`src/rtl/bm_pkg.sv`:
```
package bm_pkg;
  typedef enum logic [1:0] {
    S_IDLE = 2'd0,
    S_RD   = 2'd1,
    S_WR   = 2'd2
  } seq_state_e;

  localparam logic [2:0] RA_CTRL = 3'd0;
  localparam logic [2:0] RA_MODE = 3'd1;
  localparam logic [2:0] RA_MMH  = 3'd2;
  localparam logic [2:0] RA_MML  = 3'd3;
  localparam logic [2:0] RA_ARH  = 3'd4;
  localparam logic [2:0] RA_ARL  = 3'd5;
  localparam logic [2:0] RA_LNH  = 3'd6;
  localparam logic [2:0] RA_LNL  = 3'd7;

  localparam int B_EVA  = 3;
  localparam int B_DONE = 5;
  localparam int B_MASK = 6;
  localparam int B_EVB  = 7;
  localparam int B_BUSY = 9;
  localparam int B_ERR  = 10;
  localparam int B_DIR  = 15;
endpackage

```
`src/rtl/bm_rst_sync.sv`:
```
module bm_rst_sync (
  input  logic clk,
  input  logic rst_n_in,
  output logic rst_n_out
);
  logic s1_q, s2_q;

  always_ff @(posedge clk or negedge rst_n_in) begin
    if (!rst_n_in) begin
      s1_q <= 1'b0;
      s2_q <= 1'b0;
    end else begin
      s1_q <= 1'b1;
      s2_q <= s1_q;
    end
  end

  assign rst_n_out = s2_q;
endmodule

```
`src/rtl/bm_ready_ctr.sv`:
```
module bm_ready_ctr #(
  parameter int CYCLES = 16
) (
  input  logic clk,
  input  logic rst_n,
  output logic ready
);
  localparam int CW = $clog2(CYCLES + 1);

  logic [CW-1:0] cnt_q, cnt_d;
  logic          rdy_q, rdy_d;

  always_comb begin
    cnt_d = cnt_q;
    rdy_d = rdy_q;
    if (!rdy_q) begin
      if (cnt_q == CW'(CYCLES)) rdy_d = 1'b1;
      else                      cnt_d = cnt_q + CW'(1);
    end
  end

  always_ff @(posedge clk or negedge rst_n) begin
    if (!rst_n) begin
      cnt_q <= '0;
      rdy_q <= 1'b0;
    end else begin
      cnt_q <= cnt_d;
      rdy_q <= rdy_d;
    end
  end

  assign ready = rdy_q;

  // once ready, it never drops
  p_ready_sticky_r2: assert property (@(posedge clk) disable iff (!rst_n)
    rdy_q |=> rdy_q);
endmodule

```
`src/rtl/bm_regfile.sv`:
```
module bm_regfile
  import bm_pkg::*;
#(
  parameter int ADDR_W = 26,
  parameter int OFS_W  = 5
) (
  input  logic                    clk,
  input  logic                    rst_n,
  input  logic                    reg_wr,
  input  logic [2:0]              reg_addr,
  input  logic [15:0]             reg_wdata,
  output logic [15:0]             reg_rdata,
  input  logic                    evt_a,
  input  logic                    evt_b,
  input  logic                    ready,
  input  logic                    busy,
  input  logic                    seq_done,
  output logic                    irq,
  output logic                    start,
  output logic                    start_dir,
  output logic [ADDR_W-OFS_W-1:0] start_mm,
  output logic [ADDR_W-OFS_W-1:0] start_ar,
  output logic [ADDR_W-OFS_W-1:0] start_len
);
  localparam int HI_W = ADDR_W - 16;
  localparam int LO_W = 16 - OFS_W;

  logic [HI_W-1:0] mmh_q, mmh_d, arh_q, arh_d, lnh_q, lnh_d;
  logic [LO_W-1:0] mml_q, mml_d, arl_q, arl_d, lnl_q, lnl_d;
  logic            dir_q, dir_d, mask_q, mask_d, done_q, done_d;
  logic            eva_q, eva_d, evb_q, evb_d, err_q, err_d;

  logic ctrl_wr, lnl_wr, busy_hit;

  assign ctrl_wr  = reg_wr && (reg_addr == RA_CTRL);
  assign lnl_wr   = reg_wr && (reg_addr == RA_LNL);
  assign start    = lnl_wr && !busy;
  assign busy_hit = lnl_wr && busy;

  assign start_dir = dir_q;
  assign start_mm  = {mmh_q, mml_q};
  assign start_ar  = {arh_q, arl_q};
  assign start_len = {lnh_q, reg_wdata[15:OFS_W]};

  always_comb begin
    mmh_d  = mmh_q;
    mml_d  = mml_q;
    arh_d  = arh_q;
    arl_d  = arl_q;
    lnh_d  = lnh_q;
    lnl_d  = lnl_q;
    dir_d  = dir_q;
    mask_d = mask_q;
    if (reg_wr) begin
      case (reg_addr)
        RA_MMH: mmh_d = reg_wdata[HI_W-1:0];
        RA_MML: mml_d = reg_wdata[15:OFS_W];
        RA_ARH: arh_d = reg_wdata[HI_W-1:0];
        RA_ARL: arl_d = reg_wdata[15:OFS_W];
        RA_LNH: begin
          lnh_d = reg_wdata[HI_W-1:0];
          dir_d = reg_wdata[B_DIR];
        end
        RA_LNL: if (!busy) lnl_d = reg_wdata[15:OFS_W];
        RA_CTRL: mask_d = reg_wdata[B_MASK];
        default: ;
      endcase
    end
    done_d = seq_done | (done_q & ~(ctrl_wr & reg_wdata[B_DONE]));
    eva_d  = evt_a    | (eva_q  & ~(ctrl_wr & reg_wdata[B_EVA]));
    evb_d  = evt_b    | (evb_q  & ~(ctrl_wr & reg_wdata[B_EVB]));
    err_d  = busy_hit | (err_q  & ~(ctrl_wr & reg_wdata[B_ERR]));
  end

  always_ff @(posedge clk or negedge rst_n) begin
    if (!rst_n) begin
      mmh_q  <= '0;
      mml_q  <= '0;
      arh_q  <= '0;
      arl_q  <= '0;
      lnh_q  <= '0;
      lnl_q  <= '0;
      dir_q  <= 1'b0;
      mask_q <= 1'b0;
      done_q <= 1'b0;
      eva_q  <= 1'b0;
      evb_q  <= 1'b0;
      err_q  <= 1'b0;
    end else begin
      mmh_q  <= mmh_d;
      mml_q  <= mml_d;
      arh_q  <= arh_d;
      arl_q  <= arl_d;
      lnh_q  <= lnh_d;
      lnl_q  <= lnl_d;
      dir_q  <= dir_d;
      mask_q <= mask_d;
      done_q <= done_d;
      eva_q  <= eva_d;
      evb_q  <= evb_d;
      err_q  <= err_d;
    end
  end

  always_comb begin
    reg_rdata = '0;
    case (reg_addr)
      RA_CTRL: begin
        reg_rdata[B_EVA]  = eva_q;
        reg_rdata[B_DONE] = done_q;
        reg_rdata[B_MASK] = mask_q;
        reg_rdata[B_EVB]  = evb_q;
        reg_rdata[B_BUSY] = busy;
        reg_rdata[B_ERR]  = err_q;
      end
      RA_MODE: reg_rdata[0] = ready;
      RA_MMH:  reg_rdata = {{(16-HI_W){1'b0}}, mmh_q};
      RA_MML:  reg_rdata = {mml_q, {OFS_W{1'b0}}};
      RA_ARH:  reg_rdata = {{(16-HI_W){1'b0}}, arh_q};
      RA_ARL:  reg_rdata = {arl_q, {OFS_W{1'b0}}};
      RA_LNH:  reg_rdata = {dir_q, {(15-HI_W){1'b0}}, lnh_q};
      RA_LNL:  reg_rdata = {lnl_q, {OFS_W{1'b0}}};
      default: reg_rdata = '0;
    endcase
  end

  assign irq = done_q & mask_q;

  // a finishing sequencer always leaves the completion flag set
  p_done_flag_r7: assert property (@(posedge clk) disable iff (!rst_n)
    seq_done |=> done_q);

  // a start attempt while busy keeps the length and raises the error
  p_busy_start_ignored_r11: assert property (@(posedge clk) disable iff (!rst_n)
    busy_hit |=> ($stable(lnl_q) && err_q));

  // writing zero to an event bit keeps it set
  p_eva_keep_r10: assert property (@(posedge clk) disable iff (!rst_n)
    (ctrl_wr && !reg_wdata[B_EVA] && eva_q) |=> eva_q);
endmodule

```
`src/rtl/bm_burst_seq.sv`:
```
module bm_burst_seq
  import bm_pkg::*;
#(
  parameter int LINE_W = 21,
  parameter int DATA_W = 256
) (
  input  logic              clk,
  input  logic              rst_n,
  input  logic              start,
  input  logic              start_dir,
  input  logic [LINE_W-1:0] start_mm,
  input  logic [LINE_W-1:0] start_ar,
  input  logic [LINE_W-1:0] start_len,
  output logic              busy,
  output logic              seq_done,
  output logic              mm_rd,
  output logic              mm_wr,
  output logic [LINE_W-1:0] mm_line,
  output logic [DATA_W-1:0] mm_wdata,
  input  logic [DATA_W-1:0] mm_rdata,
  output logic              ar_rd,
  output logic              ar_wr,
  output logic [LINE_W-1:0] ar_line,
  output logic [DATA_W-1:0] ar_wdata,
  input  logic [DATA_W-1:0] ar_rdata
);
  seq_state_e        st_q, st_d;
  logic              dir_q, dir_d;
  logic [LINE_W-1:0] mm_q, mm_d, ar_q, ar_d, rem_q, rem_d;

  always_comb begin
    st_d     = st_q;
    dir_d    = dir_q;
    mm_d     = mm_q;
    ar_d     = ar_q;
    rem_d    = rem_q;
    seq_done = 1'b0;
    case (st_q)
      S_IDLE: begin
        if (start) begin
          if (start_len == '0) begin
            seq_done = 1'b1;
          end else begin
            st_d  = S_RD;
            dir_d = start_dir;
            mm_d  = start_mm;
            ar_d  = start_ar;
            rem_d = start_len;
          end
        end
      end
      S_RD: st_d = S_WR;
      S_WR: begin
        mm_d  = mm_q + LINE_W'(1);
        ar_d  = ar_q + LINE_W'(1);
        rem_d = rem_q - LINE_W'(1);
        if (rem_q == LINE_W'(1)) begin
          st_d     = S_IDLE;
          seq_done = 1'b1;
        end else begin
          st_d = S_RD;
        end
      end
      default: st_d = S_IDLE;
    endcase
  end

  always_ff @(posedge clk or negedge rst_n) begin
    if (!rst_n) begin
      st_q  <= S_IDLE;
      dir_q <= 1'b0;
      mm_q  <= '0;
      ar_q  <= '0;
      rem_q <= '0;
    end else begin
      st_q  <= st_d;
      dir_q <= dir_d;
      mm_q  <= mm_d;
      ar_q  <= ar_d;
      rem_q <= rem_d;
    end
  end

  logic rd_ph, wr_ph;
  assign rd_ph = (st_q == S_RD);
  assign wr_ph = (st_q == S_WR);

  assign busy     = (st_q != S_IDLE);
  assign mm_rd    = rd_ph & ~dir_q;
  assign ar_rd    = rd_ph &  dir_q;
  assign mm_wr    = wr_ph &  dir_q;
  assign ar_wr    = wr_ph & ~dir_q;
  assign mm_line  = mm_q;
  assign ar_line  = ar_q;
  assign mm_wdata = ar_rdata;
  assign ar_wdata = mm_rdata;

  // a nonzero start makes the engine busy on the next cycle
  p_start_busy_r4: assert property (@(posedge clk) disable iff (!rst_n)
    (start && !busy && start_len != '0) |=> busy);

  // a zero-length start never makes the engine busy
  p_zero_len_idle_r12: assert property (@(posedge clk) disable iff (!rst_n)
    (start && !busy && start_len == '0) |=> !busy);

  // every line read is followed by its write
  p_read_then_write_r5: assert property (@(posedge clk) disable iff (!rst_n)
    (mm_rd || ar_rd) |=> (mm_wr || ar_wr));

  // the remaining count is never zero while a line is being moved
  p_rem_nonzero_r4: assert property (@(posedge clk) disable iff (!rst_n)
    busy |-> (rem_q != '0));
endmodule

```
`src/rtl/aux_dma_engine.sv`:
```
module aux_dma_engine #(
  parameter int ADDR_W       = 26,
  parameter int BURST_BYTES  = 32,
  parameter int READY_CYCLES = 16,
  localparam int OFS_W  = $clog2(BURST_BYTES),
  localparam int LINE_W = ADDR_W - OFS_W,
  localparam int DATA_W = 8 * BURST_BYTES
) (
  input  logic              clk,
  input  logic              rst_n,
  input  logic              reg_wr,
  input  logic [2:0]        reg_addr,
  input  logic [15:0]       reg_wdata,
  output logic [15:0]       reg_rdata,
  input  logic              evt_a,
  input  logic              evt_b,
  output logic              irq,
  output logic              mm_rd,
  output logic              mm_wr,
  output logic [LINE_W-1:0] mm_line,
  output logic [DATA_W-1:0] mm_wdata,
  input  logic [DATA_W-1:0] mm_rdata,
  output logic              ar_rd,
  output logic              ar_wr,
  output logic [LINE_W-1:0] ar_line,
  output logic [DATA_W-1:0] ar_wdata,
  input  logic [DATA_W-1:0] ar_rdata
);
  logic              rst_n_s;
  logic              ready, busy, seq_done, start, start_dir;
  logic [LINE_W-1:0] start_mm, start_ar, start_len;

  bm_rst_sync u_rst (
    .clk       (clk),
    .rst_n_in  (rst_n),
    .rst_n_out (rst_n_s)
  );

  bm_ready_ctr #(.CYCLES(READY_CYCLES)) u_ready (
    .clk   (clk),
    .rst_n (rst_n_s),
    .ready (ready)
  );

  bm_regfile #(.ADDR_W(ADDR_W), .OFS_W(OFS_W)) u_regs (
    .clk       (clk),
    .rst_n     (rst_n_s),
    .reg_wr    (reg_wr),
    .reg_addr  (reg_addr),
    .reg_wdata (reg_wdata),
    .reg_rdata (reg_rdata),
    .evt_a     (evt_a),
    .evt_b     (evt_b),
    .ready     (ready),
    .busy      (busy),
    .seq_done  (seq_done),
    .irq       (irq),
    .start     (start),
    .start_dir (start_dir),
    .start_mm  (start_mm),
    .start_ar  (start_ar),
    .start_len (start_len)
  );

  bm_burst_seq #(.LINE_W(LINE_W), .DATA_W(DATA_W)) u_seq (
    .clk       (clk),
    .rst_n     (rst_n_s),
    .start     (start),
    .start_dir (start_dir),
    .start_mm  (start_mm),
    .start_ar  (start_ar),
    .start_len (start_len),
    .busy      (busy),
    .seq_done  (seq_done),
    .mm_rd     (mm_rd),
    .mm_wr     (mm_wr),
    .mm_line   (mm_line),
    .mm_wdata  (mm_wdata),
    .mm_rdata  (mm_rdata),
    .ar_rd     (ar_rd),
    .ar_wr     (ar_wr),
    .ar_line   (ar_line),
    .ar_wdata  (ar_wdata),
    .ar_rdata  (ar_rdata)
  );

  // no memory traffic unless a transfer is running
  p_idle_quiet_r1: assert property (@(posedge clk) disable iff (!rst_n_s)
    !busy |-> !(mm_rd || mm_wr || ar_rd || ar_wr));
endmodule

```
`config.mk`:
```
export PLATFORM = sky130hd
export DESIGN_NAME = aux_dma_engine
export DESIGN_NICKNAME = d
export VERILOG_FILES = /design/src/rtl/bm_pkg.sv /design/src/rtl/bm_rst_sync.sv /design/src/rtl/bm_ready_ctr.sv /design/src/rtl/bm_regfile.sv /design/src/rtl/bm_burst_seq.sv /design/src/rtl/aux_dma_engine.sv
export SDC_FILE = /design/constraint.sdc
export NUM_CORES = 1
export LEC_CHECK = 0
export BUFFER_PORTS_ARGS = -buffer_cell sky130_fd_sc_hd__buf_2
export CORE_AREA = 2 2 429 431
export DETAILED_ROUTE_END_ITERATION = 10
export DIE_AREA = 0 0 431 433
export PLACE_DENSITY = 0.3
export SLEW_MARGIN = 40
export SYNTH_ARGS = -nofsm -noshare
export SYNTH_HDL_FRONTEND = slang
export SYNTH_SLANG_ARGS = --single-unit
```
`constraint.sdc`:
```
create_clock -name clk -period 12.4 [get_ports clk]
set_input_delay 0.62 -clock clk [delete_from_list [all_inputs] [get_ports clk]]
set_output_delay 0.62 -clock clk [all_outputs]
set_load 0.05 [all_outputs]
```
* Yosys cells after proc, flatten, opt, wreduce, memory -nomap -nowiden *
Cells that the tools add are included.

word-level totals
  output and inout port bits = 575
  flip-flop bits (word level) = 143
  word-level logic and storage cells = 112
  input port bits = 536

cells by class
  muxes and demuxes = 27
  $add $sub $neg = 4
  bitwise logic cells = 26
  reduce and logical (&&, ||, !) cells = 21
  eq/ne operators = 13

operators by type and width
  operator               count
  $mux 21                6
  $pmux 21 s2            3
  $add 21x1->21 const B  2
  $eq 21x1->1 const B    1
  $logic_not 21->1       1
  $pmux 3 s7             1
  $sub 21x1->21 const B  1
  $pmux 5 s4             1
  $reduce_and 2->1       8
  $pmux 2 s7             1
  $and 1x1->1            13
  $eq 3x3->1 const B     4
  $pmux 2 s3             2
  $not 1->1              9
  $reduce_and 3->1       3
  $pmux 1 s4             2
  $eq 3x2->1 const B     2
  $mux 1                 6
  $pmux 1 s6             1
  $add 5x1->5 const B    1
  $eq 5x5->1 const B     1
  $logic_and 1x1->1      4
  $mux 2                 2
  $ne 2x2->1 const B     2
  10 further kinds       14

* Longest topological paths before layout *
Gate-level depths: netlist (run 1).

  depth after elaboration = 6
  mapped depth = 8
  gate-level depth less buffers = 7

* Modules after synthesis *
Synthesis (run 1) repeated with hierarchy kept, for this count alone.

unflattened totals
  cell total of the unflattened synthesis = 1259
  area, all modules = 11484.8 um^2

modules (own cells, without submodules)
  module        cells each  seq. area each (um^2)  area each (um^2)  instances
  bm_burst_seq  983         1651.6                 7782.5            1
  bm_regfile    251         1726.7                 3358.2            1
  bm_ready_ctr  22          150.1                  290.3             1
  bm_rst_sync   3           50.0                   53.8              1

* Worst setup path after synthesis (run 1) *
No wires, ideal clock.

  path kind = input -> output
  start point = input port reg_addr[2]
  end point = output port reg_rdata[0]
  required time = 11.780 ns
  data arrival time = 2.456 ns
  slack = 9.324 ns
  path buffers = 2
  cell stages on the path = 5
  cells stage by stage = buf_2 buf_1 mux2_2 a21oi_1 o21ai_0

between the ends
  word-level cells in the longest chain between the ends = 2
  elaborated cells between the ends (all ways) = 5
  classes of those cells = 4 x eq/ne; 1 x mux

RTL lines
  element                                   RTL line              text
  start, declared                           aux_dma_engine.sv:12  input logic [2:0] reg_addr,
  $eq 3x3->1, or another cell as far along  bm_regfile.sv:107     case (reg_addr)
  $pmux 1 s4 *                              bm_regfile.sv:107
  end, declared                             aux_dma_engine.sv:14  output logic [15:0] reg_rdata,

Mark *: on every way between the ends. The rest lies on a longest branch, timed or not.

* Final worst setup path (run 1) *
  start point = register u_seq.st_q[0]
  end point = output port mm_rd

between the ends
  word-level cells in the longest chain between the ends = 2

RTL lines
  element                 RTL line              text
  start, declared         bm_burst_seq.sv:27    seq_state_e st_q, st_d;
  start signal, assigned  bm_burst_seq.sv:76    st_q <= st_d;
  $eq 2x1->1              bm_burst_seq.sv:85    assign rd_ph = (st_q == S_RD);
  $and 1x1->1             bm_burst_seq.sv:89    assign mm_rd = rd_ph & ~dir_q;
  end, declared           aux_dma_engine.sv:18  output logic mm_rd,

No other way between the ends.

==> results of run 1 <==
## metal layers
metal | track usage, % | share of wire (%) | vias to the layer above
li1 | - | - | 3196
met1 | 6.98 | 24 | 3847
met2 | 17.4 | 51 | 791
met3 | 9.61 | 21 | 191
met4 | 3.69 | 3.8 | 14
met5 | 0.338 | 0.13 | -
## registers in the layout, summed over array words and instances, names as in the netlist, 10 cells and up
| register | count |
|---|---|
| u_seq.ar_line | 21 |
| u_seq.mm_line | 21 |
| u_seq.rem_q | 21 |
| u_regs.arl_q | 11 |
| u_regs.lnl_q | 11 |
| u_regs.mml_q | 11 |
| u_regs.arh_q | 10 |
| u_regs.lnh_q | 10 |
| u_regs.mmh_q | 10 |
## cell usage after synthesis, types with 3 or more instances
| cell type | number |
|---|---|
| buf_4 | 518 |
| dfrtp_1 | 143 |
| nand2_1 | 90 |
| mux2_2 | 66 |
| nor2_1 | 51 |
| a21oi_1 | 47 |
| nand3_1 | 40 |
| o21ai_0 | 38 |
| clkbuf_1 | 26 |
| nor3_1 | 25 |
| inv_1 | 24 |
| o22ai_1 | 21 |
| a22oi_1 | 16 |
| buf_2 | 14 |
| mux2i_1 | 12 |
| a31oi_1 | 11 |
| nand4_1 | 9 |
| nor2b_1 | 9 |
| nor4_1 | 8 |
| a211oi_1 | 7 |
| a2bb2oi_1 | 7 |
| o311ai_0 | 7 |
| and3_1 | 6 |
| buf_1 | 6 |
| ha_1 | 6 |
| o22a_1 | 6 |
| and4_1 | 5 |
| mux4_2 | 5 |
| nor4_4 | 5 |
| o221a_1 | 5 |
| o2bb2ai_1 | 5 |
| o32a_1 | 5 |
| a21o_1 | 4 |
| or3_1 | 4 |
| xnor2_1 | 4 |
| and2_1 | 3 |
| nand4_4 | 3 |
| nor3b_1 | 3 |
| o21a_1 | 3 |
| o21bai_1 | 3 |
| o32ai_1 | 3 |
| or4_1 | 3 |
## worst register-to-register path: stages (launching register included)
cell and delay (ns):
dfrtp_2 0.67, buf_4 0.58, nand2b_1 0.11, buf_4 0.26, nor4_2 0.67, nand2b_1 0.21
a22oi_1 0.19, a2bb2oi_1 0.20
## final cells by class
| cell class | count | area [sq um] |
|---|---|---|
| fillers | 21215 | 170000 |
| multi-input cells | 592 | 4180 |
| flip-flops and latches | 143 | 3580 |
| well taps | 2385 | 2980 |
| repair buffers | 106 | 603 |
| clock buffers | 23 | 468 |
| inverters | 24 | 90.1 |
| clock inverters | 9 | 62.6 |
## cell usage in the layout (no fill, tap or decap), drive strengths merged, types with 7 or more instances in the layout
cell	n
a211oi	7
a22oi	16
o221a	7
nand3	41
nand2	90
and4	7
mux2	66
nand4	12
dfrtp	143
a21oi	49
buf	105
nor4	14
a31oi	11
nor2	51
inv	25
nor3	27
nor2b	9
o22ai	21
clkbuf	23
o311ai	7
a2bb2oi	7
mux2i	12
o21ai	43
## stage by stage
stage	instances	total power, mW	setup slack, ns	instance area [sq um]
3_5_place_dp	3249	0.977	9.10	11400
4_1_cts	3282	1.48	8.76	12000
3_3_place_gp	3246	0.978	9.10	11300
6_report	3282	1.45	8.82	12000
5_1_grt	3282	1.53	8.66	12000
2_1_floorplan	1326	1.25	8.12	11900
## power by group
group	leakage [nW]	switching [mW]	internal (mW)	total (mW)
clock network	0.250	0.228	0.265	0.493
registers	1.73	0.102	0.523	0.626
logic	2.03	0.210	0.117	0.327
total	4.01	0.540	0.906	1.45
## logic make-up after synthesis
| logic type | share of synthesized area, % |
|---|---|
| fa+ha+maj | 0.631 |
| flops | 30.1 |
| simple gates | 13.0 |
| mux | 8.21 |
| buf+inv | 35.3 |
| compound gates | 12.4 |
| other cells | 0.0315 |
| xor+xnor | 0.295 |
## what timing repair did
item | 4_1_cts | 5_1_grt
hold buffers | 1 | 0
hold endpoints to repair | 2 | 0
resized for setup | 0 | 0
setup endpoints to repair | 0 | 0
## final timing paths
check                                                     end                       from
max in group asynchronous          u_seq.rem_q[4]$_DFFE_PN0P_  u_rst.rst_n_out$_DFF_PN0_
worst min-delay path             u_ready.cnt_q[1]$_DFFE_PN0P_  u_rst.rst_n_out$_DFF_PN0_
worst max-delay path                                    mm_rd  u_seq.st_q[0]$_DFFE_PN0P_
worst max register to register  u_seq.ar_line[15]$_DFFE_PN0P_  u_seq.st_q[1]$_DFFE_PN0P_
worst min register to register   u_ready.cnt_q[1]$_DFFE_PN0P_  u_rst.rst_n_out$_DFF_PN0_
min in group clk                    u_rst.rst_n_out$_DFF_PN0_       u_rst.s1_q$_DFF_PN0_
==> metrics.txt, run 1 <==
outcome=finished, final reports clean; core area=182000 sq um; initial antenna violation count=14; clk sinks=143; reg2reg path depth=7; DR WL/cell=29.2 um; cells along the critical path=buf_4 > inv_1 > buf_4 > nor3_1 > buf_2; largest net degree at the start of global routing=49; routed vias/inst=2.45; io pins=1111; Syn Area/Cell=8.97 sq um; final net count=1426; Top delay family on crit path=buffers and inverters; Post-DRT Antenna Nets=0; synthesized area=11900 sq um; setup total negative slack=0 ns; top_reg_cell synth=dfrtp_1; crit path buf inv count=4; Hold Crit Class=flop to asynchronous set/reset pin; I/O Buffers=86; Arrival @ worst endpoint=2.96 ns; Fmax=0.279 GHz; Least-Margin Pin Slew=0.796 ns; worst vdd ir=0.000100 V; RSZ-0062 raised after global routing=false; Netlist cell types=78; final core utilization=6.58%; Gate Count Post-Synth=1326; drt pass-1 iters=5; global route overflow=0; YS warnings=0; Synth-to-Final Area Change=0.684%; async set-reset flop share out of synthesis=100%; WS Path Type=flop to primary output; clk buf depth=2; via count of the first global-routing pass=8079; Power Density=121 nW/um^2; Total GRT Usage=9.84%; Root Driver=clkbuf_16; max-cap violation count=0; leak pwr=4.01 nW; Final Cycle Share=28.9%; post-CTS setup buffers=0; final antenna diode count=0; Rel. slew slack=46.7%; Critical Path RT=11.78 ns; CTS tree=yes; starting density of the core=6.53%; Die ar.=187000 sq um; Starting DRT DRC Count=615; top cells by area, synth=buf_4, dfrtp_1, mux2_2; Crit path top cell by count=buf_4; Final Skew=0.0136 ns; hpwl dp=83100 um; die width=431 um; DRT Wirelength=95900 um; Clock transition at path regs=0.07 ns; Die Span Y=433 um; vias=8039; cell taking the most area after synthesis=buf_4; final setup violation count=0; Tmin final=3.58 ns; final hold slack=0.258 ns; CP max FO=24; post-synth top area share=32.7%; final hold violation count=0; CP Launch Type=flop; worst skew pair latency=0.47 ns; Post-synth EDFFs=0; max-slew violation count=0; gpl congestion=0.714; htree depth=4; R2R setup slack=9.43 ns; row cnt=157; sequential area share after synthesis=30.1%; CP endpoint kind=primary output; fraction of layout cells with a size suffix above 1=26.6%; Seq cells post-synth=143; Synthesized Nets=1868; DRC viols=0; Slowest cell on crit path=dfrtp_1; Inserted Clock Buffers=17; first-pass GRT wire length=114000 um; slowest stage delay, CP=0.79 ns; critical path depth=5
Note: power is estimated with default switching activity, not from simulation.
==> run 2: changes to the inputs <==
--- a/config.mk
+++ b/config.mk
@@ -6,9 +6,9 @@
 export NUM_CORES = 1
 export LEC_CHECK = 0
 export BUFFER_PORTS_ARGS = -buffer_cell sky130_fd_sc_hd__buf_2
-export CORE_AREA = 2 2 429 431
+export CORE_AREA = 2 2 431 433
 export DETAILED_ROUTE_END_ITERATION = 10
-export DIE_AREA = 0 0 431 433
+export DIE_AREA = 0 0 433 435
 export PLACE_DENSITY = 0.3
 export SLEW_MARGIN = 40
 export SYNTH_ARGS = -nofsm -noshare
==> constraint.sdc (replaced) <==
create_clock -name clk -period 2.93 [get_ports clk]
set_input_delay 0.1465 -clock clk [delete_from_list [all_inputs] [get_ports clk]]
set_output_delay 0.1465 -clock clk [all_outputs]
set_load 0.05 [all_outputs]
==> run 2 against run 1 <==
- total power rose to 4.6 times the previous value
- combinational power rose to 4.3 times the previous value
- first-iteration DRC count is 7.3% higher
- non-clock buffer count up 29
- count of clock-buffer cells in the layout decreased by 5
- critical path depth increased by 2
- highest routed layer unchanged
==> metrics.txt, run 2 (synthesis gave the netlist of run 1 again) <==
outcome=finished, final reports clean; CTS tree=yes; Inserted Clock Buffers=17 (unchanged); Flop pwr share=40.2% (-3.1 points); Total GRT Usage=9.25% (-0.58 points); Root Driver=clkbuf_16; io pins=1111 (unchanged); Die Span Y=435 um (+0.46%); DR WL/cell=26.8 um (-8.4%); vias=8059 (+0.25%); Arrival @ worst endpoint=2.36 ns (-0.60 ns); leak pwr=4.20 nW (+4.7%); DRT Wirelength=91200 um (-4.9%); hpwl dp=78900 um (-5.1%); Tmin final=2.50 ns; global route overflow=0 (unchanged); # resized after CTS=0 (unchanged); final hold slack=0.0261 ns (-0.232 ns); worst skew pair latency=0.47 ns (about the same); Worst Hold Depth=3; Fmax=0.400 GHz; Power Density=531 nW/um^2 (+340%); Post-DRT Antenna Nets=0 (unchanged); routed vias/inst=2.36 (-3.5%); core area=184000 sq um (+1.1%); Rel. slew slack=42.7% (-3.9 points); WS Path Type=flop to primary output; Die ar.=188000 sq um (+0.93%); setup total negative slack=0 ns (unchanged); Starting DRT DRC Count=660 (+7.3%); drt pass-1 iters=6 (+1); CP Launch Type=flop; htree depth=4 (unchanged); commonest non-fill, non-tap cells in the layout=dfrtp_1, nand2_1, buf_2; DRC viols=0 (unchanged); row cnt=158 (+0.64%); Int Power=4.26 mW (+370%); Power, Total=6.61 mW (+360%); Hold Crit Class=input port to flop; post-CTS setup buffers=0 (unchanged); fraction of layout cells with a size suffix above 1=27.9% (+1.2 points); max-slew violation count=0 (unchanged); CP endpoint=reg_rdata[9]; Final Cycle Share=85.4%; Clock transition at path regs=0.07 ns (about the same); Setup WS pre-CTS=0.651 ns (-8.44 ns); Final Skew=0.0199 ns (+0.00632 ns); starting density of the core=6.46% (-0.069 points); worst r2r dst=u_seq.mm_line[18]$_DFFE_PN0P_; largest net degree at the start of global routing=80 (+63%); CP endpoint kind=primary output; Critical Path RT=2.78 ns (-9.00 ns); via count of the first global-routing pass=8094 (+0.19%); final net count=1455 (+2.0%); slowest stage delay, CP=0.57 ns (-0.22 ns); final worst slack=0.428 ns (-8.39 ns); clk sinks=143 (unchanged); die width=433 um (+0.46%); Synth-to-Final Area Change=4.53%; reg2reg path depth=6 (-1); RR Startpoint=u_seq.mm_line[0]$_DFFE_PN0P_; Clock power frac=38.4% (+4.3 points); final hold violation count=0 (unchanged); worst vdd ir=0.000429 V (+330%); Switching Fraction=35.4% (-1.9 points); final setup violation count=0 (unchanged); RSZ-0062 raised after global routing=false; initial antenna violation count=15 (+1); I/O Buffers=86 (unchanged); cells along the critical path=buf_4 > nor2_1 > nor3_1 > a31oi_1 > o22ai_1 > o21bai_1 > buf_2; combinational power share=21.5% (-1.1 points); Hold Buf Count CTS=10 (+9); clk buf depth=2 (unchanged); P_sw=2.34 mW (+330%); max-cap violation count=0 (unchanged); commonest non-fill, non-tap cell in the layout=dfrtp_1; Worst Setup SP=u_seq.st_q[1]$_DFFE_PN0P_; first-pass GRT wire length=110000 um (-3.8%); Slowest cell on crit path=dfrtp_2; R2R setup slack=0.68 ns (-8.75 ns); Least-Margin Pin Slew=0.856 ns (+0.0605 ns); CP max FO=19 (-21%); gpl congestion=0.738 (+3.3%)
run 2: area by class of cell:
cell class	count	area, sq um
Fill cell	21620	172000
Multi-Input combinational cell	592	4130
Sequential cell	143	3580
Tap cell	2480	3100
Timing Repair Buffer	135	866
Clock buffer	18	439
Clock inverter	14	214
Inverter	24	90.1
Antenna cell	2	5.00
run 2: metal layers:
| layer | up-vias | track usage (%) | part of all wire, % |
|---|---|---|---|
| li1 | 3242 | - | - |
| met1 | 3904 | 7.11 | 26 |
| met2 | 719 | 16.0 | 49 |
| met3 | 182 | 8.31 | 20 |
| met4 | 12 | 3.74 | 4.5 |
| met5 | - | 0.435 | 0.18 |
run 2: stage by stage:
stage | utilization (%) | instance area [sq um] | instances
after global placement | 6.34 | 11700 | 3363
final | 6.75 | 12400 | 3408
after floorplan | - | 11900 | 1326
after detailed placement | 6.34 | 11700 | 3363
after global routing | 6.75 | 12400 | 3407
after CTS | 6.75 | 12400 | 3405
run 2: worst min path at each step:
stage                        from                          end  slack [ns]
floorplan                   rst_n    u_rst.rst_n_out$_DFF_PN0_       -0.15
global placement            rst_n         u_rst.s1_q$_DFF_PN0_       -0.07
detailed placement          rst_n         u_rst.s1_q$_DFF_PN0_       -0.06
CTS                  reg_wdata[3]  u_regs.lnh_q[3]$_DFFE_PN0P_       0.006
global route        reg_wdata[13]  u_regs.lnl_q[8]$_DFFE_PN0P_        0.02
finish              reg_wdata[13]  u_regs.lnl_q[8]$_DFFE_PN0P_        0.03
run 2: power by group through the flow:
stage	clock, mW	combinational [mW]	sequential (mW)
floorplan	0	2.71	2.60
global placement	0	1.46	2.69
detailed placement	0	1.45	2.69
CTS	2.59	1.47	2.65
global route	2.67	1.55	2.68
finish	2.53	1.42	2.65
run 2: worst max-delay path, delay by kind of cell, from the launching register on:
family | cells | cell delay, ns
and+or+nand+nor | 2 | 0.25
buffers and inverters | 2 | 0.63
DFF | 1 | 0.57
AOI/OAI and AO/OA | 3 | 0.42
==> run 3: changes to the inputs <==
--- a/config.mk
+++ b/config.mk
@@ -5,10 +5,12 @@
 export SDC_FILE = /design/constraint.sdc
 export NUM_CORES = 1
 export LEC_CHECK = 0
+export ABC_AREA = 1
 export BUFFER_PORTS_ARGS = -buffer_cell sky130_fd_sc_hd__buf_2
-export CORE_AREA = 2 2 431 433
+export CORE_AREA = 2 2 432 434
 export DETAILED_ROUTE_END_ITERATION = 10
-export DIE_AREA = 0 0 433 435
+export DIE_AREA = 0 0 434 436
+export HOLD_SLACK_MARGIN = 0.08
 export PLACE_DENSITY = 0.3
 export SLEW_MARGIN = 40
 export SYNTH_ARGS = -nofsm -noshare
==> run 3 against run 2 <==
- maximum frequency increased by 8.7%
- via count up 11%
- count of clock-buffer cells in the layout fell by 1
- die area rose by 0.46%
- cell count increased by 10%
- sequential share of layout area increased by 0.24 points
- clock power fell by 6%
- flip-flop and latch count stayed put
- non-clock buffer count is 27 lower
- combinational power shrank 61%
- wire length is essentially flat
- largest cell class unchanged
- first-iteration DRC count up 3.9%
==> metrics.txt, run 3 <==
Int Power=3.61 mW (-15%); Total GRT Usage=9.23% (-0.016 points); Inserted Clock Buffers=17 (unchanged); Rel. slew slack=50.0% (+7.2 points); core area=185000 sq um (+0.32%); setup total negative slack=0 ns (unchanged); final core utilization=6.68% (-0.079 points); Arrival @ worst endpoint=2.15 ns (-0.21 ns); area occupied by multi-input gates=3950 sq um (-4.5%); FILL cells=21919 (+1.4%); htree depth=4 (unchanged); max-cap violation count=0 (unchanged); CP max FO=8 (-11); cell taking the most area after synthesis=buf_4; io pins=1111 (unchanged); clk buf depth=2 (unchanged); DRT Wirelength=91200 um (about the same); Gate Count Post-Synth=1675 (+26%); Starting DRT DRC Count=686 (+3.9%); vias=8930 (+11%); Die ar.=189000 sq um (+0.46%); clk sinks=143 (unchanged); Critical Path RT=2.78 ns (about the same); I/O Buffers=86 (unchanged); combinational power share=10.6% (-11 points); Storage cell area=3580 sq um (about the same); Final Cycle Share=78.5% (-6.9 points); Least-Margin Pin Slew=0.751 ns (-0.106 ns); global route overflow=0 (unchanged); first-pass GRT wire length=111000 um (+1.1%); Post-synth top cells=buf_4, nand2_1, dfrtp_1, nor2_1, o21ai_0; Syn Area/Cell=7.12 sq um (-21%); CP endpoint kind=primary output; worst vdd ir=0.000294 V (-31%); routed vias/inst=2.38 (+0.70%); post-synth top area share=32.2% (-0.46 points); YS warnings=0 (unchanged); gpl congestion=0.773 (+4.7%); Fmax=0.435 GHz (+8.7%); initial antenna violation count=9 (-6); hpwl dp=79700 um (+1.1%); Seq cells post-synth=143 (unchanged); Hold Crit Class=input port to flop; Synthesized Nets=2217 (+19%); P_sw=1.64 mW (-30%); worst skew pair latency=0.47 ns (about the same); outcome=finished, final reports clean; row cnt=158 (unchanged); final hold violation count=0 (unchanged); commonest non-fill, non-tap cell in the layout=nand2_1; top_reg_cell synth=dfrtp_1; Final Skew=0.0145 ns (-0.00541 ns); max-slew violation count=0 (unchanged); Post-DRT Antenna Nets=0 (unchanged); Switching Fraction=31.3% (-4.2 points); async set-reset flop share out of synthesis=100% (unchanged); RSZ-0062 raised after global routing=false; via count of the first global-routing pass=8854 (+9.4%); WS Path Type=flop to primary output; commonest non-fill, non-tap cells in the layout=nand2_1, dfrtp_1, nor2_1; top cells by area, synth=buf_4, dfrtp_1, nand2_1; Synth-to-Final Area Change=3.37%; most numerous cell in the Yosys netlist=buf_4; starting density of the core=6.46% (about the same); synthesized area=11900 sq um (+0.26%); Post-synth EDFFs=0 (unchanged); leak pwr=4.73 nW (+13%); DR WL/cell=24.3 um (-9.1%); Clock transition at path regs=0.06 ns (about the same); sequential area share after synthesis=30.0% (-0.079 points); Power Density=426 nW/um^2 (-20%); drt pass-1 iters=5 (-1); final setup violation count=0 (unchanged); CP Launch Type=flop; Root Driver=clkbuf_16; DRC viols=0 (unchanged); die width=434 um (+0.23%); Flop pwr share=43.9% (+3.7 points); fraction of layout cells with a size suffix above 1=11.9% (-16 points); CTS tree=yes; Clock power frac=45.5% (+7.1 points); Tmin final=2.30 ns (-0.201 ns); largest net degree at the start of global routing=60 (-25%); Netlist cell types=41 (-47%); Die Span Y=436 um (+0.23%); final hold slack=0.117 ns (+0.0906 ns); final net count=1794 (+23%)
## run 3: changes by cell type after synthesis, moves of 12 or more
| cell | delta |
|---|---|
| nand3_1 | +31 |
| a21oi_1 | -35 |
| inv_1 | +73 |
| nand2_1 | +339 |
| nor3_1 | -18 |
| o22ai_1 | -17 |
| mux2_2 | -66 |
| nor2_1 | +88 |
| o21ai_0 | +86 |
| mux2i_1 | -12 |
## run 3: layer usage
| metal | routed length, um | GRT usage, % | part of all wire [%] | up-vias |
|---|---|---|---|---|
| met5 | 241 | 0.794 | 0.26 | - |
| met4 | 3910 | 3.77 | 4.3 | 10 |
| met3 | 18400 | 8.29 | 20 | 167 |
| li1 | - | - | - | 3921 |
| met1 | 24200 | 7.17 | 27 | 4070 |
| met2 | 44500 | 15.8 | 49 | 762 |
## run 3: power by group through the flow
stage	Clock [mW]	Combinational, mW	Sequential (mW)
3_5_place_dp	0	0.572	2.35
3_3_place_gp	0	0.568	2.35
4_1_cts	2.47	0.585	2.31
5_1_grt	2.53	0.625	2.32
2_1_floorplan	0	2.19	2.26
6_report	2.39	0.558	2.31
## run 3: path summary, 6_finish.rpt
check	startpoint	cells past startpoint	to	slack (ns)
hold reg to reg	u_rst.s1_q$_DFF_PN0_	0	u_rst.rst_n_out$_DFF_PN0_	0.35
hold / removal	reg_wdata[2]	3	u_regs.lnh_q[2]$_DFFE_PN0P_	0.12
min in group asynchronous	u_rst.rst_n_out$_DFF_PN0_	0	u_seq.rem_q[3]$_DFFE_PN0P_	0.38
max in group asynchronous	u_rst.rst_n_out$_DFF_PN0_	1	u_regs.lnl_q[5]$_DFFE_PN0P_	1.75
setup reg to reg	u_seq.ar_line[0]$_DFFE_PN0P_	9	u_seq.ar_line[10]$_DFFE_PN0P_	0.90
setup / recovery	u_seq.st_q[1]$_DFFE_PN0P_	5	reg_rdata[9]	0.63
## run 3: critical path, cell delays in order (launching register included)
cell,delay [ns]
dfrtp_1,0.50
nor2_2,0.33
o22ai_1,0.11
a21oi_1,0.21
o2111ai_1,0.26
buf_2,0.30
## run 3: timing repair
item / in CTS / in global routing
buffers inserted: 0 / 0
endpoints found under the hold margin: 15 / 0
setup endpoints to repair: 0 / 0
hold buffers: 9 / 0
resized for setup: 0 / 0
## run 3: logic make-up (layout without fill, tap and decap cells)
logic type	after synthesis	after routing	synth area share [%]
AND/OR/NAND/NOR	686	686	23.4
buffers and inverters	654	244	37.0
AO/OA/AOI/OAI	172	172	7.94
flip-flops	143	143	30.0
XOR/XNOR	13	13	0.955
adder cells (fa/ha/maj)	6	6	0.630
other	1	6	0.0314
## run 3: cell type report
class                           instances  area share, %
Sequential cell                       143           29.1
Inverter                              104           3.17
Antenna cell                            5          0.102
Multi-Input combinational cell        878           32.0
Clock buffer                           17           3.45
Clock inverter                         15           1.50
Tap cell                             2480           25.2
Timing Repair Buffer                  108           5.52
## run 3: through the flow
stage               worst slack, ns  power [mW]  cells  cell area [sq um]
floorplan                     0.556        4.45   1675              11900
global placement              0.736        2.92   3704              11600
detailed placement            0.757        2.92   3704              11600
CTS                           0.605        5.37   3745              12300
global route                  0.548        5.48   3748              12300
finish                        0.629        5.26   3750              12300
